### src/rtl/rrip_pkg.sv
package rrip_pkg;
  localparam int RV_W = 2;
  localparam logic [RV_W-1:0] RV_NEAR    = 2'd0;
  localparam logic [RV_W-1:0] RV_DISTANT = 2'd3;

  typedef enum logic [1:0] {
    ACC_DEMAND    = 2'd0,
    ACC_PREFETCH  = 2'd1,
    ACC_WRITEBACK = 2'd2
  } acc_t;

  // One aging step; a distant value stays distant.
  function automatic logic [RV_W-1:0] rv_age(input logic [RV_W-1:0] v);
    return (v == RV_DISTANT) ? v : v + 1'b1;
  endfunction

  function automatic logic is_prefetch(input logic [1:0] t);
    return t == ACC_PREFETCH;
  endfunction

  function automatic logic is_demand(input logic [1:0] t);
    return t == ACC_DEMAND;
  endfunction
endpackage

### src/rtl/rrip_way_entry.sv
module rrip_way_entry
  import rrip_pkg::*;
#(
  parameter int SIG_W = 14
) (
  input  logic             clk,
  input  logic             rst_n,
  input  logic             fill_en,
  input  logic [RV_W-1:0]  fill_ins,
  input  logic             fill_pf,
  input  logic [SIG_W-1:0] fill_sig,
  input  logic             hit_en,
  input  logic             hit_demand,
  input  logic             age_en,
  output logic             valid_o,
  output logic [RV_W-1:0]  rv_o,
  output logic             pf_o,
  output logic             reuse_o,
  output logic [SIG_W-1:0] sig_o
);
  logic first_pf_touch;
  assign first_pf_touch = pf_o && hit_demand;

  always_ff @(posedge clk) begin
    if (!rst_n) begin
      valid_o <= 1'b0;
      rv_o    <= RV_DISTANT;
      pf_o    <= 1'b0;
      reuse_o <= 1'b0;
      sig_o   <= '0;
    end else if (fill_en) begin
      valid_o <= 1'b1;
      rv_o    <= fill_ins;
      pf_o    <= fill_pf;
      reuse_o <= 1'b0;
      sig_o   <= fill_sig;
    end else if (hit_en && valid_o) begin
      reuse_o <= 1'b1;
      if (first_pf_touch) pf_o <= 1'b0;
      else                rv_o <= RV_NEAR;
    end else if (age_en && valid_o) begin
      rv_o <= rv_age(rv_o);
    end
  end
endmodule

### src/rtl/rrip_victim_pick.sv
module rrip_victim_pick
  import rrip_pkg::*;
#(
  parameter int WAYS  = 8,
  parameter int WAY_W = 3
) (
  input  logic [WAYS-1:0]           valid,
  input  logic [WAYS-1:0][RV_W-1:0] rv,
  output logic                      inv_found,
  output logic [WAY_W-1:0]          inv_way,
  output logic                      dist_found,
  output logic [WAY_W-1:0]          dist_way
);
  // Scan from the top down so the lowest index is written last and wins.
  always_comb begin
    inv_found  = 1'b0;
    inv_way    = '0;
    dist_found = 1'b0;
    dist_way   = '0;
    for (int i = WAYS - 1; i >= 0; i--) begin
      if (!valid[i]) begin
        inv_found = 1'b1;
        inv_way   = WAY_W'(i);
      end
      if (valid[i] && rv[i] == RV_DISTANT) begin
        dist_found = 1'b1;
        dist_way   = WAY_W'(i);
      end
    end
  end
endmodule

### src/rtl/rrip_search_ctl.sv
module rrip_search_ctl (
  input  logic clk,
  input  logic rst_n,
  input  logic req,
  input  logic found,
  output logic searching,
  output logic fire,
  output logic age_en
);
  assign fire   = searching && found;
  assign age_en = searching && !found;

  always_ff @(posedge clk) begin
    if (!rst_n)                  searching <= 1'b0;
    else if (fire)               searching <= 1'b0;
    else if (req && !searching)  searching <= 1'b1;
  end
endmodule

### src/rtl/rrip_set_repl.sv
module rrip_set_repl
  import rrip_pkg::*;
#(
  parameter int WAYS  = 8,
  parameter int SIG_W = 14,
  localparam int WAY_W = (WAYS > 1) ? $clog2(WAYS) : 1
) (
  input  logic             clk,
  input  logic             rst_n,
  input  logic             hit_vld,
  input  logic [WAY_W-1:0] hit_way,
  input  logic [1:0]       hit_type,
  input  logic             fill_vld,
  input  logic [WAY_W-1:0] fill_way,
  input  logic [1:0]       fill_type,
  input  logic [1:0]       fill_ins,
  input  logic [SIG_W-1:0] fill_sig,
  input  logic             vic_req,
  output logic             vic_vld,
  output logic [WAY_W-1:0] vic_way,
  output logic             train_vld,
  output logic [SIG_W-1:0] train_sig,
  output logic             train_pf,
  output logic             train_reuse
);
  logic [WAYS-1:0]             way_valid;
  logic [WAYS-1:0][RV_W-1:0]   way_rv;
  logic [WAYS-1:0]             way_pf;
  logic [WAYS-1:0]             way_reuse;
  logic [WAYS-1:0][SIG_W-1:0]  way_sig;

  logic             inv_found, dist_found;
  logic [WAY_W-1:0] inv_way, dist_way;
  logic             searching, fire, age_en;

  for (genvar w = 0; w < WAYS; w++) begin : g_way
    rrip_way_entry #(.SIG_W(SIG_W)) u_entry (
      .clk       (clk),
      .rst_n     (rst_n),
      .fill_en   (fill_vld && fill_way == WAY_W'(w)),
      .fill_ins  (fill_ins),
      .fill_pf   (is_prefetch(fill_type)),
      .fill_sig  (fill_sig),
      .hit_en    (hit_vld && hit_way == WAY_W'(w)),
      .hit_demand(is_demand(hit_type)),
      .age_en    (age_en),
      .valid_o   (way_valid[w]),
      .rv_o      (way_rv[w]),
      .pf_o      (way_pf[w]),
      .reuse_o   (way_reuse[w]),
      .sig_o     (way_sig[w])
    );
  end

  rrip_victim_pick #(.WAYS(WAYS), .WAY_W(WAY_W)) u_pick (
    .valid     (way_valid),
    .rv        (way_rv),
    .inv_found (inv_found),
    .inv_way   (inv_way),
    .dist_found(dist_found),
    .dist_way  (dist_way)
  );

  rrip_search_ctl u_ctl (
    .clk      (clk),
    .rst_n    (rst_n),
    .req      (vic_req),
    .found    (inv_found || dist_found),
    .searching(searching),
    .fire     (fire),
    .age_en   (age_en)
  );

  assign vic_vld     = fire;
  assign vic_way     = inv_found ? inv_way : dist_way;
  assign train_vld   = fire && !inv_found;
  assign train_sig   = way_sig[vic_way];
  assign train_pf    = way_pf[vic_way];
  assign train_reuse = way_reuse[vic_way];
endmodule

### config.mk
export PLATFORM = sky130hd
export DESIGN_NAME = rrip_set_repl
export DESIGN_NICKNAME = d
export VERILOG_FILES = /design/src/rtl/rrip_pkg.sv /design/src/rtl/rrip_way_entry.sv /design/src/rtl/rrip_victim_pick.sv /design/src/rtl/rrip_search_ctl.sv /design/src/rtl/rrip_set_repl.sv
export SDC_FILE = /design/constraint.sdc
export NUM_CORES = 1
export LEC_CHECK = 0
export ABC_AREA = 1
export BUFFER_PORTS_ARGS = -buffer_cell sky130_fd_sc_hd__buf_2
export CAP_MARGIN = 20
export CORE_ASPECT_RATIO = 0.7
export CORE_UTILIZATION = 54
export CTS_CLUSTER_DIAMETER = 60
export DETAILED_ROUTE_END_ITERATION = 7
export PLACE_DENSITY = 0.72
export RECOVER_POWER = 25
export SYNTH_ARGS = -nofsm -noshare
export SYNTH_HDL_FRONTEND = slang
export SYNTH_HIERARCHICAL = 1
export SYNTH_SLANG_ARGS = --single-unit
### constraint.sdc
create_clock -name clk -period 6.1 [get_ports clk]
set_clock_uncertainty 0.1 [all_clocks]
set_input_delay 0.915 -clock clk [delete_from_list [all_inputs] [get_ports clk]]
set_output_delay 0.915 -clock clk [all_outputs]
set_load 0.02 [all_outputs]
After elaboration in Yosys (flattened, before gate mapping):

Cells that the tools add are included.

* logic and storage cells: 301
* flip-flop bits (word level): 153
* output and inout bits: 21
* input port bits: 31

* $add $sub $neg: 8
* muxes and demuxes: 103
* reduce and logical (&&, ||, !) cells: 108
* magnitude comparators: 1
* eq/ne operators: 39
* bitwise logic cells: 1

Operator list (count)
* $mux W2: 40
* $logic_and A1 B1 Y1: 52
* $mux W3: 17
* $bmux W14 S3: 1
* $mux W1: 42
* $reduce_bool A2 Y1: 16
* $eq A3 B3 Y1 const B: 8
* $ne A3 B1 Y1 const B: 8
* $ne A3 B2 Y1 const B: 8
* $reduce_and A3 Y1: 8
* $reduce_bool A3 Y1: 8
* $reduce_or A2 Y1: 9
* $add A2 B1 Y2 const B: 8
* $eq A2 B2 Y1 const B: 8
* $reduce_and A2 Y1: 8
* $mux W14: 1
* $eq A3 B2 Y1 const B: 4
* $bmux W1 S3: 2
* $eq A3 B1 Y1 const B: 2
* $logic_not A3 Y1: 2
* $lt A3 B4 Y1 const B: 1
* $logic_not A1 Y1: 3
* $eq A2 B1 Y1 const B: 1
* $logic_not A2 Y1: 1
* other kinds (2): 2

Longest topological paths before layout:

Gate-level depths: netlist (run 1).

* depth after elaboration: 17
* gate-level depth with buffers: 17
* depth with buffers taken out: 15

Hierarchy:

Netlist (run 1), hierarchy kept.

By module, submodules not included
* rrip_way_entry: area an instance 767.0 µm², instances 8, seq. area each 380.4 µm², cells an instance 99
* rrip_set_repl: area an instance 2143.3 µm², instances 1, seq. area each 0.0 µm², cells an instance 487
* rrip_victim_pick: area an instance 222.7 µm², instances 1, seq. area each 0.0 µm², cells an instance 42
* rrip_search_ctl: area an instance 46.3 µm², instances 1, seq. area each 20.0 µm², cells an instance 8

Worst setup path before layout (run 1):

No wires, ideal clock.

* path kind: register -> output
* start point: reg g_way[5].u_entry.valid_o
* end point: out train_sig[0]
* arrival: 1803 ps
* stages on the path, launching flop included: 11
* setup slack: 3282 ps
* path buffers: 2
* data required time: 5085 ps
* path through: dfxtp_1 inv_2 nor3_1 nand2_1 buf_4 o21ai_2 buf_2 nand3_1 nand2_1 nand2_1 nand2_1

* elaborated cells on any way between the ends: 22

RTL lines
* from (decl): RTL line rrip_way_entry.sv:15 `output logic valid_o,`
* from (signal assigned): RTL line rrip_way_entry.sv:26 `valid_o <= 1'b0;`
* from (signal assigned): RTL line rrip_way_entry.sv:32 `valid_o <= 1'b1;`
* $mux W1 (6 in a row): RTL line rrip_victim_pick.sv:21 `if (!valid[i]) begin`
* via inv_found: RTL line rrip_set_repl.sv:32 `logic inv_found, dist_found;`
* $mux W3: RTL line rrip_set_repl.sv:75 `assign vic_way = inv_found ? inv_way : dist_way;`
* via vic_way[1]: RTL line rrip_set_repl.sv:20 `output logic [WAY_W-1:0] vic_way,`
* $bmux W14 S3: RTL line rrip_set_repl.sv:77 `assign train_sig = way_sig[vic_way];`
* $mux W14 (implied by the code): RTL line rrip_set_repl.sv:77
* to (decl): RTL line rrip_set_repl.sv:22 `output logic [SIG_W-1:0] train_sig,`

The timed path passes the listed nets, and every way through them passes these cells. The select of a mux whose other input is x is not followed.

==> results of run 1 <==
[power by group through the flow]
stage	Clock (mW)	Combinational, mW	Sequential [mW]
finish	1.16	0.220	1.04
global route	1.20	0.245	1.04
CTS	1.16	0.217	1.04
detailed placement	0	0.216	1.06
global placement	0	0.214	1.06
floorplan	0	0.157	1.06
[cell type report]
type                       instances  area (sq um)
multi-input combinational        924          4220
clock inverter                    13           190
tap                              200           250
fill                            1494          6290
timing repair buffer              63           348
clock buffer                      19           453
inverter                         182           686
sequential                       153          3060
[worst max-delay path, cell delays in order]
cell and delay (ns):
clkbuf_1 2.84, inv_1 0.43, nor2_2 0.90, nand2_1 0.09, o21ai_0 0.18
[synthesized netlist by cell type (3+ instances only)]
library cell / instances / share of area
dfxtp_1: 153 / 0.36
nor2_4: 9 / 0.012
nor2_1: 41 / 0.018
nor3_1: 10 / 0.0059
a21oi_1: 18 / 0.011
buf_4: 20 / 0.018
nand2_1: 454 / 0.20
nand3_2: 3 / 0.0035
inv_1: 170 / 0.075
o21ai_0: 8 / 0.0047
buf_2: 22 / 0.013
buf_6: 28 / 0.037
nand3_1: 325 / 0.19
inv_2: 11 / 0.0048
ha_1: 8 / 0.012
nor2_2: 9 / 0.0066
nand2_2: 27 / 0.020
[cells by family (layout without fill, tap and decap cells)]
family                     Yosys count  in the layout  share of synthesized area
and+or+nand+nor                    883            883                      0.460
buffers and inverters              252            277                      0.148
DFF                                153            153                      0.358
AOI/OAI and AO/OA                   33             33                     0.0220
adders and majority gates            8              8                     0.0117
[sequential cells by signal, indices dropped and copies added, names as in the netlist]
| signal | count |
|---|---|
| g_way.u_entry/pf_o | 8 |
| g_way.u_entry/reuse_o | 8 |
| g_way.u_entry/rv_o | 16 |
| g_way.u_entry/sig_o | 112 |
| g_way.u_entry/valid_o | 8 |
| u_ctl/searching | 1 |
[routing by layer]
metal | global-route usage | vias to the layer above | wire length [microns]
li1 | - | 4181 | -
met1 | 0.453 | 3782 | 11800
met2 | 0.467 | 305 | 10300
met3 | 0.0523 | 25 | 1840
met4 | 0.0816 | 0 | 235
met5 | 0 | - | 0
[worst paths after layout]
check	from	to	slack, ns	cells after the start
worst min register to register	g_way[1].u_entry/sig_o[6]$_SDFFE_PN0P_	g_way[1].u_entry/sig_o[6]$_SDFFE_PN0P_	0.35	2
worst min-delay path	g_way[1].u_entry/sig_o[6]$_SDFFE_PN0P_	g_way[1].u_entry/sig_o[6]$_SDFFE_PN0P_	0.35	2
worst max register to register	g_way[5].u_entry/valid_o$_SDFFE_PN0P_	g_way[7].u_entry/rv_o[1]$_SDFFE_PN1P_	3.01	10
worst max-delay path	rst_n	g_way[2].u_entry/pf_o$_SDFFE_PN0P_	0.89	5
[layout by cell type (no fill, tap or decap), types with 3 or more instances in the layout]
cell,count
buf_4,11
nand2_2,27
clkinv_4,3
nand3_1,325
ha_1,8
nand3_2,3
a21oi_1,18
nor2_4,6
nand2_1,454
nor2_1,35
bufinv_16,4
inv_2,3
nor3_1,10
inv_1,178
nor2_2,18
buf_2,50
o21ai_0,8
clkbuf_16,17
inv_6,3
dfxtp_1,153
[metrics by stage]
stage / worst slack (ns) / instance area (sq um) / hold slack, ns
after detailed placement: 1.72 / 8580 / 0.332
after global routing: 0.570 / 9210 / 0.362
after global placement: 1.82 / 8580 / 0.328
after CTS: 1.28 / 9220 / 0.348
after floorplan: 3.28 / 8550 / 0.319
final: 0.894 / 9210 / 0.345
==> impl_metrics.py, run 1 <==
metrics = {
    "timing": {
        "period_share": 0.853,
        "drv_slew": 90,
        "period_needed_ns": 5.21,
        "max_slew_margin": -1.78,
        "setup_tns_ns": 0,
        "setup_viol": 0,
        "max_freq_ghz": 0.192,
        "hold_viol_final": 0,
        "worstMarginPinSlew_ns": 4.16,
        "rsz0062_at_grt": "false",
    },
    "clock_network": {
        "clkTransAtPathRegs_ns": 0.06,
        "cts_resized": 0,
        "cts_hold_buf": 0,
        "cts_tree": "built",
        "clockRootBuffer": "clkbuf_16",
        "worstSkewPairLatency_ns": 0.43,
        "h-tree-depth": 4,
        "clock_sinks": 153,
        "post_cts_buffers": 0,
        "cts_buffer_depth": 2,
        "cts_buffers": 17,
    },
    "floorplanning": {
        "start_util": 0.552,
        "io_pins": 52,
        "rows": 38,
        "chipWidth_microns": 152,
        "dieArea_sq_um": 16300,
        "die_y_microns": 107,
        "core-area_sq_um": 15500,
    },
    "final_layout": {
        "area_delta_synth_final_pct": 7.79,
        "drive_gt1_frac": 0.117,
        "post-route-util": 0.594,
        "antenna_cells": 0,
        "finalNonFillerCells": 1554,
        "layout.nets": 1380,
    },
    "logic_synthesis": {
        "yosysWarnings": 6,
        "synth_cells": 1329,
        "async_flop_share": 0,
        "synthFlopType": "dfxtp_1",
        "yosysSeqAreaShare": 0.358,
        "netlist_area_sq_um": 8550,
        "postSynthAreaPerCell_sq_um": 6.43,
        "synth_cell_types": 28,
        "ys_ff_latch": 153,
        "synth_edf_count": 0,
        "synth_nets": 1368,
    },
    "global_routing": {
        "grt_usage": 0.309,
        "grt.overflow.total": 0,
        "grt_pass1_wl_microns": 39500,
        "grt_antenna_before_repair": 0,
        "first_global_vias": 7417,
        "grt_max_degree": 90,
    },
    "flow_run": {
        "maxCapViolations": 1,
    },
    "critical_path": {
        "cp.required_ns": 6.34,
        "crit_path_max_fanout": 89,
        "worstSetupStartpointType": "input port",
        "end_kind": "flop",
        "arrival_ns": 5.45,
        "critPathKind": "input port to flop",
    },
    "pwr": {
        "power.share.sequential": 0.431,
        "p_sw_frac": 0.256,
        "p_sw_mw": 0.618,
        "leakage_nw": 4.66,
        "p_total_mw": 2.42,
        "combinationalPowerShare": 0.091,
        "power.internal_mw": 1.80,
        "power-per-cell-area_nw_per_um2": 262,
        "pwr-share-clk": 0.478,
        "ir_drop_mv": 0.174,
    },
    "run_status": {
        "violations": "design-rule violations, max-capacitance violations, max-slew violations",
        "status": "complete, but fails checks",
    },
    "place": {
        "dp.cells": 1521,
        "port_buffers": 51,
        "post-dp-hpwl_microns": 15100,
        "gp_congestion": 0.922,
    },
    "hold_path": {
        "hp-class": "flop to flop",
    },
    "routing": {
        "wl_per_cell_microns": 15.6,
        "drcViolationCount": 4,
        "wirelength_microns": 24200,
        "firstDrtPassIters": 8,
        "vias": 8293,
        "ant_nets": 0,
        "drt_iter0_markers": 917,
        "vias_per_cell": 5.34,
    },
}
No activity file was read; power rests on OpenSTA's default activity.
==> run 2, diff against run 1 <==
- CELL_PAD_IN_SITES_DETAIL_PLACEMENT: default -> 1
- CELL_PAD_IN_SITES_GLOBAL_PLACEMENT: default -> 1
- CORE_UTILIZATION: 54 -> 47
- PLACE_DENSITY: 0.72 -> default
- PLACE_DENSITY_LB_ADDON: default -> 0.1
==> impl_metrics.py, run 2 (synthesis gave the netlist of run 1 again) <==
metrics = {
    "routing": {
        "wl_per_cell_microns": 19.0,
        "highest_layer": "met4",
        "wirelength_microns": 30100,
        "wl_met1_microns": 14600,
        "drt_iter0_markers": 764,
        "wl_met3_microns": 1980,
        "ant_nets": 0,
        "vias": 8769,
        "vias_per_cell": 5.53,
        "drcViolationCount": 0,
        "firstDrtPassIters": 7,
        "wl_met2_microns": 13100,
    },
    "global_routing": {
        "grt_usage": 0.335,
        "first_global_vias": 8679,
        "grt.overflow.total": 0,
        "grt_pass1_wl_microns": 47500,
        "grt_antenna_before_repair": 0,
        "grt_max_degree": 66,
    },
    "place": {
        "gp_congestion": 0.851,
        "dp.cells": 1554,
        "port_buffers": 51,
        "post-dp-hpwl_microns": 19100,
    },
    "hold_path": {
        "worstHoldPathCells": 2,
        "hp-class": "flop to flop",
        "min_delay_worst_endpoint": "g_way[3].u_entry/sig_o[3]$_SDFFE_PN0P_",
        "min_from": "g_way[3].u_entry/sig_o[3]$_SDFFE_PN0P_",
    },
    "floorplanning": {
        "rows": 40,
        "start_util": 0.489,
        "dieArea_sq_um": 18700,
        "chipWidth_microns": 163,
        "core-area_sq_um": 17500,
        "io_pins": 52,
        "die_y_microns": 115,
    },
    "clock_network": {
        "h-tree-depth": 4,
        "cts_tree": "built",
        "clock_sinks": 153,
        "cts_resized": 0,
        "post_cts_buffers": 0,
        "cts_hold_buf": 0,
        "clkTransAtPathRegs_ns": 0.07,
        "cts_buffer_depth": 2,
        "clockRootBuffer": "clkbuf_16",
        "worstSkewPairLatency_ns": 0.43,
        "cts_buffers": 17,
    },
    "final_layout": {
        "largest_register": "g_way.u_entry/sig_o",
        "num-fill-cells": 2448,
        "largest_reg_flops": 112,
        "finalNonFillerCells": 1586,
        "final_cell_mix": "nand2_1, nand3_1, inv_1",
        "area_delta_synth_final_pct": 8.02,
        "antenna_cells": 0,
        "layout.nets": 1381,
        "drive_gt1_frac": 0.111,
        "final_common_cell": "nand2_1",
        "reg_top3": "g_way.u_entry/sig_o: 112 flops, g_way.u_entry/rv_o: 16 flops",
    },
    "timing": {
        "worstMarginPinSlew_ns": 2.71,
        "max_freq_ghz": 0.196,
        "setup_tns_ns": 0,
        "period_share": 0.835,
        "drv_slew": 192,
        "max_slew_margin": -0.808,
        "period_needed_ns": 5.09,
        "setup_viol": 0,
        "hold_viol_final": 0,
        "rsz0062_at_grt": "false",
    },
    "critical_path": {
        "crit_path_max_fanout": 65,
        "cp.required_ns": 5.08,
        "arrival_ns": 4.08,
        "worstSetupStartpointType": "flop",
        "r2r_start": "g_way[7].u_entry/valid_o$_SDFFE_PN0P_",
        "critPathKind": "flop to output pin",
        "rr_endpoint": "g_way[6].u_entry/rv_o[0]$_SDFFE_PN1P_",
        "r2r_cells": 10,
        "end_kind": "output pin",
        "ff2ff_setup_slack_ns": 2.95,
    },
    "flow_run": {
        "maxCapViolations": 7,
    },
    "pwr": {
        "ir_drop_mv": 0.180,
        "leakage_nw": 4.62,
        "power-per-cell-area_nw_per_um2": 269,
    },
    "run_status": {
        "violations": "max-capacitance violations, max-slew violations",
        "status": "complete, but fails checks",
    },
}
[run 2: layout make-up]
type,count,area [sq um],share of cell area
clock inverters,13,219,0.0237
flip-flops and latches,153,3060,0.332
repair buffers,64,323,0.0350
inverters,182,686,0.0743
multi-input cells,924,4210,0.456
well taps,231,289,0.0313
clock buffers,19,443,0.0480
[run 2: how the worst max path moves through the flow]
| stage | startpoint | endpoint | slack (ns) | cells past startpoint |
|---|---|---|---|---|
| floorplan | g_way[5].u_entry/valid_o$_SDFFE_PN0P_ | train_sig[0] | 3.28 | 10 |
| global placement | g_way[5].u_entry/valid_o$_SDFFE_PN0P_ | train_sig[6] | 1.70 | 12 |
| detailed placement | g_way[5].u_entry/valid_o$_SDFFE_PN0P_ | train_sig[6] | 1.55 | 12 |
| CTS | g_way[5].u_entry/valid_o$_SDFFE_PN0P_ | train_sig[8] | 1.09 | 12 |
| global route | g_way[7].u_entry/valid_o$_SDFFE_PN0P_ | train_sig[6] | 0.77 | 12 |
| finish | g_way[7].u_entry/valid_o$_SDFFE_PN0P_ | train_sig[6] | 1.01 | 12 |
[run 2: through the flow]
| stage | utilization | cell area (sq um) | setup slack (ns) | total power, mW | hold slack, ns |
|---|---|---|---|---|---|
| final | 0.529 | 9230 | 1.01 | 2.48 | 0.345 |
| after global placement | 0.494 | 8640 | 1.70 | 1.29 | 0.328 |
| after detailed placement | 0.494 | 8640 | 1.55 | 1.29 | 0.332 |
| after CTS | 0.532 | 9300 | 1.09 | 2.49 | 0.348 |
| after global routing | 0.529 | 9230 | 0.768 | 2.56 | 0.359 |
| after floorplan | - | 8550 | 3.28 | 1.22 | 0.319 |
[run 2: routing by layer]
| layer | vias to the layer above | global-route usage |
|---|---|---|
| li1 | 4178 | - |
| met3 | 33 | 0.0556 |
| met4 | 0 | 0.0928 |
| met1 | 4288 | 0.476 |
| met5 | - | 0 |
| met2 | 270 | 0.521 |
[run 2: critical path: stages (launching register included)]
cell	delay, ns
dfxtp_1	0.54
nand2_1	0.13
nor3_1	0.21
nand2_1	0.30
nand2_2	0.15
buf_4	0.62
nand2_2	0.81
nand2_1	0.24
nand3_1	0.11
nand2_1	0.12
nand2_1	0.05
nand2_1	0.15
buf_2	0.19
[run 2: report_power, final]
part | switching (mW) | internal (mW) | total, mW
combinational | 0.170 | 0.0632 | 0.234
clock | 0.461 | 0.743 | 1.20
sequential | 0.0200 | 1.02 | 1.04
total | 0.652 | 1.83 | 2.48
